File: src/rtl/dcc_pkg.sv
package dcc_pkg;
  localparam int DIGIT_W = 4;
  localparam int OUT_W   = 7;
  localparam int SEL_W   = 3;
  localparam logic [DIGIT_W-1:0] LAST_DIGIT = 4'd9;
  localparam int GROUP   = 5;

  typedef enum logic [SEL_W-1:0] {
    CODE_XS3  = 3'd0,
    CODE_2421 = 3'd1,
    CODE_2OF5 = 3'd2,
    CODE_NEG1 = 3'd3,
    CODE_BIQ  = 3'd4,
    CODE_BIN  = 3'd5
  } code_e;

  function automatic code_e decode_sel(input logic [SEL_W-1:0] raw);
    case (raw)
      3'd0:    return CODE_XS3;
      3'd1:    return CODE_2421;
      3'd2:    return CODE_2OF5;
      3'd3:    return CODE_NEG1;
      3'd4:    return CODE_BIQ;
      default: return CODE_BIN;
    endcase
  endfunction

  function automatic logic [OUT_W-1:0] enc_xs3(input logic [DIGIT_W-1:0] d);
    logic [DIGIT_W-1:0] v;
    v = d + 4'd3;
    return {{(OUT_W-DIGIT_W){1'b0}}, v};
  endfunction

  function automatic logic [OUT_W-1:0] enc_2421(input logic [DIGIT_W-1:0] d);
    logic [DIGIT_W-1:0] v;
    v = (d < 4'd5) ? d : d + 4'd6;
    return {{(OUT_W-DIGIT_W){1'b0}}, v};
  endfunction

  function automatic logic [OUT_W-1:0] enc_2of5(input logic [DIGIT_W-1:0] d);
    logic [4:0] v;
    case (d)
      4'd0:    v = 5'b11000;
      4'd1:    v = 5'b00011;
      4'd2:    v = 5'b00101;
      4'd3:    v = 5'b00110;
      4'd4:    v = 5'b01001;
      4'd5:    v = 5'b01010;
      4'd6:    v = 5'b01100;
      4'd7:    v = 5'b10001;
      4'd8:    v = 5'b10010;
      default: v = 5'b10100;
    endcase
    return {{(OUT_W-5){1'b0}}, v};
  endfunction

  function automatic logic [OUT_W-1:0] enc_neg1(input logic [DIGIT_W-1:0] d);
    logic [DIGIT_W-1:0] v;
    case (d)
      4'd0:    v = 4'b0000;
      4'd1:    v = 4'b0011;
      4'd2:    v = 4'b0010;
      4'd3:    v = 4'b0101;
      4'd4:    v = 4'b0100;
      4'd5:    v = 4'b0111;
      4'd6:    v = 4'b1000;
      4'd7:    v = 4'b1011;
      4'd8:    v = 4'b1010;
      default: v = 4'b1101;
    endcase
    return {{(OUT_W-DIGIT_W){1'b0}}, v};
  endfunction

  function automatic logic [OUT_W-1:0] enc_biq(input logic [DIGIT_W-1:0] d);
    logic               high;
    logic [DIGIT_W-1:0] rem;
    logic [GROUP-1:0]   ones;
    high = (d >= 4'd5);
    rem  = high ? d - 4'd5 : d;
    ones = '0;
    for (int k = 0; k < GROUP; k++) begin
      ones[k] = (rem == DIGIT_W'(k));
    end
    return {high, ~high, ones};
  endfunction

  function automatic logic [OUT_W-1:0] enc_bin(input logic [DIGIT_W-1:0] d);
    return {{(OUT_W-DIGIT_W){1'b0}}, d};
  endfunction
endpackage

File: src/rtl/dcc_sel_capture.sv
module dcc_sel_capture
  import dcc_pkg::*;
(
  input  logic             clk,
  input  logic             rst_n,
  input  logic [SEL_W-1:0] code_sel_i,
  output code_e            sel_o,
  output logic             pending_o
);
  code_e sel_q;
  logic  pending_q;

  always_ff @(posedge clk or negedge rst_n) begin
    if (!rst_n) begin
      sel_q     <= CODE_BIN;
      pending_q <= 1'b1;
    end else if (pending_q) begin
      sel_q     <= decode_sel(code_sel_i);
      pending_q <= 1'b0;
    end
  end

  assign sel_o     = sel_q;
  assign pending_o = pending_q;

  AST_SEL_FROZEN: assert property (@(posedge clk) disable iff (!rst_n)
    !pending_q |=> ($stable(sel_q) && !pending_q));
  AST_SEL_TAKEN: assert property (@(posedge clk) disable iff (!rst_n)
    pending_q |=> (sel_q == decode_sel($past(code_sel_i))));
endmodule

File: src/rtl/dcc_digit.sv
module dcc_digit
  import dcc_pkg::*;
(
  input  logic               clk,
  input  logic               rst_n,
  input  logic               en,
  input  logic               down,
  output logic [DIGIT_W-1:0] digit_o,
  output logic               at_end_o
);
  logic [DIGIT_W-1:0] digit_q;
  logic [DIGIT_W-1:0] digit_nx;
  logic               at_top;
  logic               at_bottom;

  assign at_top    = (digit_q == LAST_DIGIT);
  assign at_bottom = (digit_q == '0);
  assign at_end_o  = down ? at_bottom : at_top;

  always_comb begin
    digit_nx = digit_q;
    if (en) begin
      if (down) digit_nx = at_bottom ? LAST_DIGIT : digit_q - 4'd1;
      else      digit_nx = at_top ? '0 : digit_q + 4'd1;
    end
  end

  always_ff @(posedge clk or negedge rst_n) begin
    if (!rst_n) digit_q <= '0;
    else        digit_q <= digit_nx;
  end

  assign digit_o = digit_q;

  AST_DIGIT_RANGE: assert property (@(posedge clk) disable iff (!rst_n)
    digit_q <= LAST_DIGIT);
  AST_UP_WRAP: assert property (@(posedge clk) disable iff (!rst_n)
    (en && !down && digit_q == LAST_DIGIT) |=> (digit_q == '0));
  AST_UP_STEP: assert property (@(posedge clk) disable iff (!rst_n)
    (en && !down && digit_q != LAST_DIGIT) |=> (digit_q == DIGIT_W'($past(digit_q) + 4'd1)));
  AST_DOWN_WRAP: assert property (@(posedge clk) disable iff (!rst_n)
    (en && down && digit_q == '0) |=> (digit_q == LAST_DIGIT));
  AST_HOLD: assert property (@(posedge clk) disable iff (!rst_n)
    !en |=> $stable(digit_q));
endmodule

File: src/rtl/dcc_encoder.sv
module dcc_encoder
  import dcc_pkg::*;
(
  input  logic               clk,
  input  logic               rst_n,
  input  code_e              sel,
  input  logic [DIGIT_W-1:0] digit,
  output logic [OUT_W-1:0]   code_o
);
  always_comb begin
    case (sel)
      CODE_XS3:  code_o = enc_xs3(digit);
      CODE_2421: code_o = enc_2421(digit);
      CODE_2OF5: code_o = enc_2of5(digit);
      CODE_NEG1: code_o = enc_neg1(digit);
      CODE_BIQ:  code_o = enc_biq(digit);
      default:   code_o = enc_bin(digit);
    endcase
  end

  AST_TWO_HOT: assert property (@(posedge clk) disable iff (!rst_n)
    (sel == CODE_2OF5) |-> ($countones(code_o) == 2 && code_o[6:5] == 2'b00));
  AST_BIQ_SHAPE: assert property (@(posedge clk) disable iff (!rst_n)
    (sel == CODE_BIQ) |-> ($countones(code_o[6:5]) == 1 && $countones(code_o[4:0]) == 1));
  AST_NARROW_ZERO: assert property (@(posedge clk) disable iff (!rst_n)
    (sel == CODE_XS3 || sel == CODE_2421 || sel == CODE_NEG1 || sel == CODE_BIN)
      |-> (code_o[6:4] == 3'b000));
endmodule

File: src/rtl/decade_code_counter.sv
module decade_code_counter
  import dcc_pkg::*;
(
  input  logic             clk,
  input  logic             rst_n,
  input  logic             en,
  input  logic             dir_down,
  input  logic [SEL_W-1:0] code_sel,
  output logic [OUT_W-1:0] code_out,
  output logic             term
);
  code_e              sel;
  logic               sel_pending;
  logic [DIGIT_W-1:0] digit;
  logic               at_end;

  dcc_sel_capture u_sel (
    .clk        (clk),
    .rst_n      (rst_n),
    .code_sel_i (code_sel),
    .sel_o      (sel),
    .pending_o  (sel_pending)
  );

  dcc_digit u_digit (
    .clk      (clk),
    .rst_n    (rst_n),
    .en       (en),
    .down     (dir_down),
    .digit_o  (digit),
    .at_end_o (at_end)
  );

  dcc_encoder u_enc (
    .clk    (clk),
    .rst_n  (rst_n),
    .sel    (sel),
    .digit  (digit),
    .code_o (code_out)
  );

  assign term = en & at_end;

  AST_TERM_GATED: assert property (@(posedge clk) disable iff (!rst_n)
    !en |-> !term);
  AST_TERM_WRAP_UP: assert property (@(posedge clk) disable iff (!rst_n)
    (term && !dir_down) |=> (digit == '0));
  AST_PENDING_BIN: assert property (@(posedge clk) disable iff (!rst_n)
    sel_pending |-> (code_out[6:4] == 3'b000 && code_out[3:0] == digit));
endmodule

File: config.mk
export PLATFORM = sky130hd
export DESIGN_NAME = decade_code_counter
export DESIGN_NICKNAME = d
export VERILOG_FILES = /design/src/rtl/dcc_pkg.sv /design/src/rtl/dcc_sel_capture.sv /design/src/rtl/dcc_digit.sv /design/src/rtl/dcc_encoder.sv /design/src/rtl/decade_code_counter.sv
export SDC_FILE = /design/constraint.sdc
export NUM_CORES = 1
export LEC_CHECK = 0
export BUFFER_PORTS_ARGS = -buffer_cell sky130_fd_sc_hd__buf_2
export CAP_MARGIN = 20
export CORE_ASPECT_RATIO = 1.75
export CORE_UTILIZATION = 38
export CTS_BUF_LIST = sky130_fd_sc_hd__clkbuf_16
export DETAILED_ROUTE_END_ITERATION = 8
export GPL_TIMING_DRIVEN = 1
export HOLD_SLACK_MARGIN = 0.06
export SLEW_MARGIN = 20
export SYNTH_ARGS = -nofsm -noshare
export SYNTH_HDL_FRONTEND = slang
export SYNTH_HIERARCHICAL = 1
export SYNTH_SLANG_ARGS = --single-unit
File: constraint.sdc
create_clock -name clk -period 2.9 [get_ports clk]
set_clock_uncertainty 0.05 [all_clocks]
set_input_delay 0.145 -clock clk [delete_from_list [all_inputs] [get_ports clk]]
set_output_delay 0.145 -clock clk [all_outputs]
set_load 0.02 [all_outputs]
==> results.md <==
| Stage | Metric | Reported |
|---|---|---|
| setup path | Required arrival time at the worst endpoint | 2.71 ns |
| routing | Highest routed layer | met4 |
| layout | Area Growth Syn to Fin | 15.0% |
| routing | Met3 layer wire length in the routed design | 134 um |
| power | Maximum vdd drop | 0.594 mV |
| global routing | Aggregate global-route resource usage | 19.7% |
| floorplan | Y dimension of the die | 76.3 um |
| sta | Tmin final | 2.70 ns |
| setup path | Setup slack on the worst flop-to-flop path | 1.37 ns |
| setup path | Cell chain of the critical path | inv_1 -> ha_1 -> nand2b_1 -> a21oi_1 -> mux2_2 -> or3_1 -> a31oi_1 -> buf_2 |
| routing | Post-Route M1 WL | 1230 um |
| setup path | Endpoint of the worst-slack reg-to-reg timing path | u_digit/digit_o[1] |
| placed design | Instance count after placement with tap cells included | 204 |
| setup path | Worst r2r src | u_digit/digit_o[3] |
| setup path | Worst setup path endpoint | code_out[3] |
| sta | Final TNS setup | 0 ns |
| setup path | Worst Path Class, Setup | register to primary output |
| sta | Final critical-path share of the clock period | 93.3% |
| power | Leakage power of the design | 0.597 nW |
| synthesis | Number of library cell types mapped by synthesis | 51 |
| global routing | Antenna violations before repair | 0 |
| placed design | Placed standard-cell area | 0.00129 mm2 |
| routing | Drt via density | 6.10 |
| routing | Number of design rule violations left after detail routing | 0 |
| floorplan | Effective utilization at floorplan | 40.4% |
| cts | # Post-CTS Setup Buffers | 0 |
| cts | H-Tree Level Count | 1 |
| sta | Setup repair after global routing missed its margin | no |
| floorplan | Overall die area | 0.00339 mm2 |
| setup path | Slowest cell on the critical path | dfrtp_2 |
| setup path | Worst r2r path cells | 4 |
| synthesis | EDFF count, synth | 0 |
| routing | Initial DRC count | 48 |
| synthesis | Ys async rst share | 100% |
| sta | Max transition margin | 65.7% |
| floorplan | Die Width | 44.4 um |
| min path | Path category of the worst min-delay check | primary input to register |
| layout | Net count, final | 185 |
| floorplan | Number of primary I/O pins | 15 |
| synthesis | Count of state elements after synthesis | 8 |
| placed design | IO Port Bufs | 14 |
| cts | Max Root-Sink Buffers | 2 |
| routing | Wirelength per Cell | 15.4 um |
| sta | Achievable Freq | 370 MHz |
| layout | Area taken by flip-flops and latches | 205 um2 |
| layout | Area of combinational cells with multiple inputs | 882 um2 |
| layout | ANT cells | 0 |
| global routing | Vias in the first global route | 1128 |
| global routing | Pin count of the biggest net entering global routing | 25 |
| sta | Min setup slack post-route | 0.195 ns |
| cts | Clk Tree Root Cell | clkbuf_16 |
| setup path | Slowest Stage Delay on Critical Path | 0.49 ns |
| setup path | Startpoint type of the worst setup path | register |
| cts | Clock insertion delay at the later pin of the skew report | 0.23 ns |
| setup path | Crit-path max FO | 14 |
| setup path | Crit-path leading delay family | flip-flops |
| setup path | Critical path data arrival time | 2.51 ns |
| floorplan | Core Box Area | 0.00296 mm2 |
| routing | Number of nets with antenna violations after routing | 0 |
| synthesis | Synthesized area per cell | 7.73 um2 |
| run | Max-cap viol count | 0 |
| setup path | CP Launch Point | u_digit/digit_o[0] |
| sta | Setup violation total in the final timing report | 0 |
| routing | Total via count after detailed routing | 1275 |
| layout | Ratio of cells with drive above 1 in the final layout | 18.6% |
| cts | Clk pin slew, worst setup/hold paths | 0.04 ns |
| sta | Slew Viols, Final | 0 |
| cts | Number of CTS-inserted buffers | 3 |
| placed design | Post-detailed-placement half-perimeter wirelength | 2360 um |
| setup path | Crit end category | primary output |
| layout | Final cell count without fillers | 209 |
| routing | First-pass iteration count of the detailed router | 4 |
| layout | Non-Filler Cell Area, Final | 0.00138 mm2 |
| placed design | Post-placement worst setup slack | 0.362 ns |
| layout | # fillers | 305 |
| placed design | Global placer's final weighted congestion | 0.875 |
| run status | Run status | complete, no violations |
| sta | Final hold viol count | 0 |
| cts | Clock Sinks | 8 |
| sta | Worst hold slack after final layout | 0.136 ns |
| synthesis | Prevailing post-synth register cell | dfrtp_1 |
| routing | Detailed-routed wire length on met2 | 1730 um |
| cts | CTS tree | built |
| synthesis | Synthesis Warnings | 6 |
| global routing | Grt total ovfl | 0 |
| global routing | Wire length of the first global-routing pass | 5140 um |
| synthesis | Synthesized net count | 172 |
| setup path | Worst path bufs/invs | 2 |
| routing | Final wirelength | 3220 um |
| sta | Actual slew at the worst max-slew pin | 0.508 ns |
| synthesis | Share of synthesized area occupied by flip-flops and latches | 17.0% |
| synthesis | Mapped cell area | 0.00120 mm2 |
| synthesis | Gate Count Post-Synth | 155 |
| floorplan | Std cell rows | 26 |
| setup path | Cell count along the critical path | 8 |
| power | Ratio of total power to cell area | 1120 mW/mm2 |
cells in the mapped netlist, drive strengths merged, types with 2 or more instances:
library cell	number	share of area [%]
mux2i	6	5.0
nor3	2	0.84
inv	11	3.4
nand3	3	1.3
a21oi	13	5.4
xor2	2	1.5
xnor2	3	2.2
a21boi	2	1.3
nand3b	2	1.3
dfrtp	5	10
nor4	2	1.0
or3	2	1.0
nand2	6	1.9
and2	3	1.6
o22ai	3	1.6
buf	8	4.6
o311ai	2	1.5
nor2b	2	1.0
nor2	11	3.4
o21ai	13	5.4
and3	2	1.0
nor4bb	2	1.7
a211oi	3	1.9
a31oi	4	2.1
mux2	2	2.2
dfstp	3	6.6
nand2b	4	2.1
ha	10	10
clkbuf	4	1.3
o31ai	3	1.9
logic make-up after synthesis:
kind of cell | Yosys count | synth area share (%)
AO/OA/AOI/OAI | 54 | 30.2
XOR/XNOR | 5 | 3.66
adder cells (fa/ha/maj) | 10 | 10.4
buffers and inverters | 23 | 9.30
flip-flops | 8 | 17.0
multiplexers | 8 | 7.21
other | 1 | 0.313
AND/OR/NAND/NOR | 46 | 21.8
power breakdown:
part           internal (mW)  switching (mW)
registers              0.149          0.0713
logic                  0.444           0.641
clock network          0.179          0.0533
stage by stage:
stage / power [mW] / utilization (%)
after floorplan: 1.05 / -
after global placement: 1.27 / 43.5
after detailed placement: 1.28 / 43.5
after CTS: 1.52 / 46.5
after global routing: 1.65 / 46.5
final: 1.54 / 46.5
cells in the final DEF (no fill, tap or decap), drive strengths merged, types with 4 or more instances in the layout:
master and instances:
nor2 11, ha 10, a31oi 4, inv 12
dfrtp 5, a21oi 13, buf 19, o21ai 13
nand2 6, mux2i 6, nand2b 4
flip-flops by register name, indices dropped and copies added (netlist names):
name,cells
u_digit/digit_o,4
u_sel/sel_o,3
u_sel/pending_o,1
how the worst min path moves through the flow:
stage / from / to / slack (ns) / depth (start not counted)
detailed placement: rst_n / u_digit/digit_o[3] / -0.05 / 1
global route: code_sel[2] / u_sel/sel_o[2] / 0.14 / 2
CTS: code_sel[2] / u_sel/sel_o[2] / 0.13 / 2
finish: code_sel[2] / u_sel/sel_o[2] / 0.14 / 2
floorplan: rst_n / u_digit/digit_o[0] / -0.20 / 0
global placement: rst_n / u_digit/digit_o[3] / -0.05 / 1
layer usage:
metal | global-route usage (%) | vias to the layer above
met1 | 21.9 | 620
met4 | 10.6 | 0
li1 | - | 597
met2 | 34.3 | 43
met3 | 2.37 | 15
met5 | 0 | -
repair_timing:
item,4_1_cts,5_1_grt
gates resized for setup,0,1
hold buffers,1,0
setup endpoints to repair,0,2
endpoints found under the hold margin,8,0
area by class of cell:
type	count	share of cell area [%]
Multi-Input combinational cell	124	64.0
Sequential cell	8	14.9
Timing Repair Buffer	20	8.54
Clock buffer	3	5.45
Tap cell	42	3.81
Inverter	11	3.00
Clock inverter	1	0.272
Power figures use the tool's default switching activity.
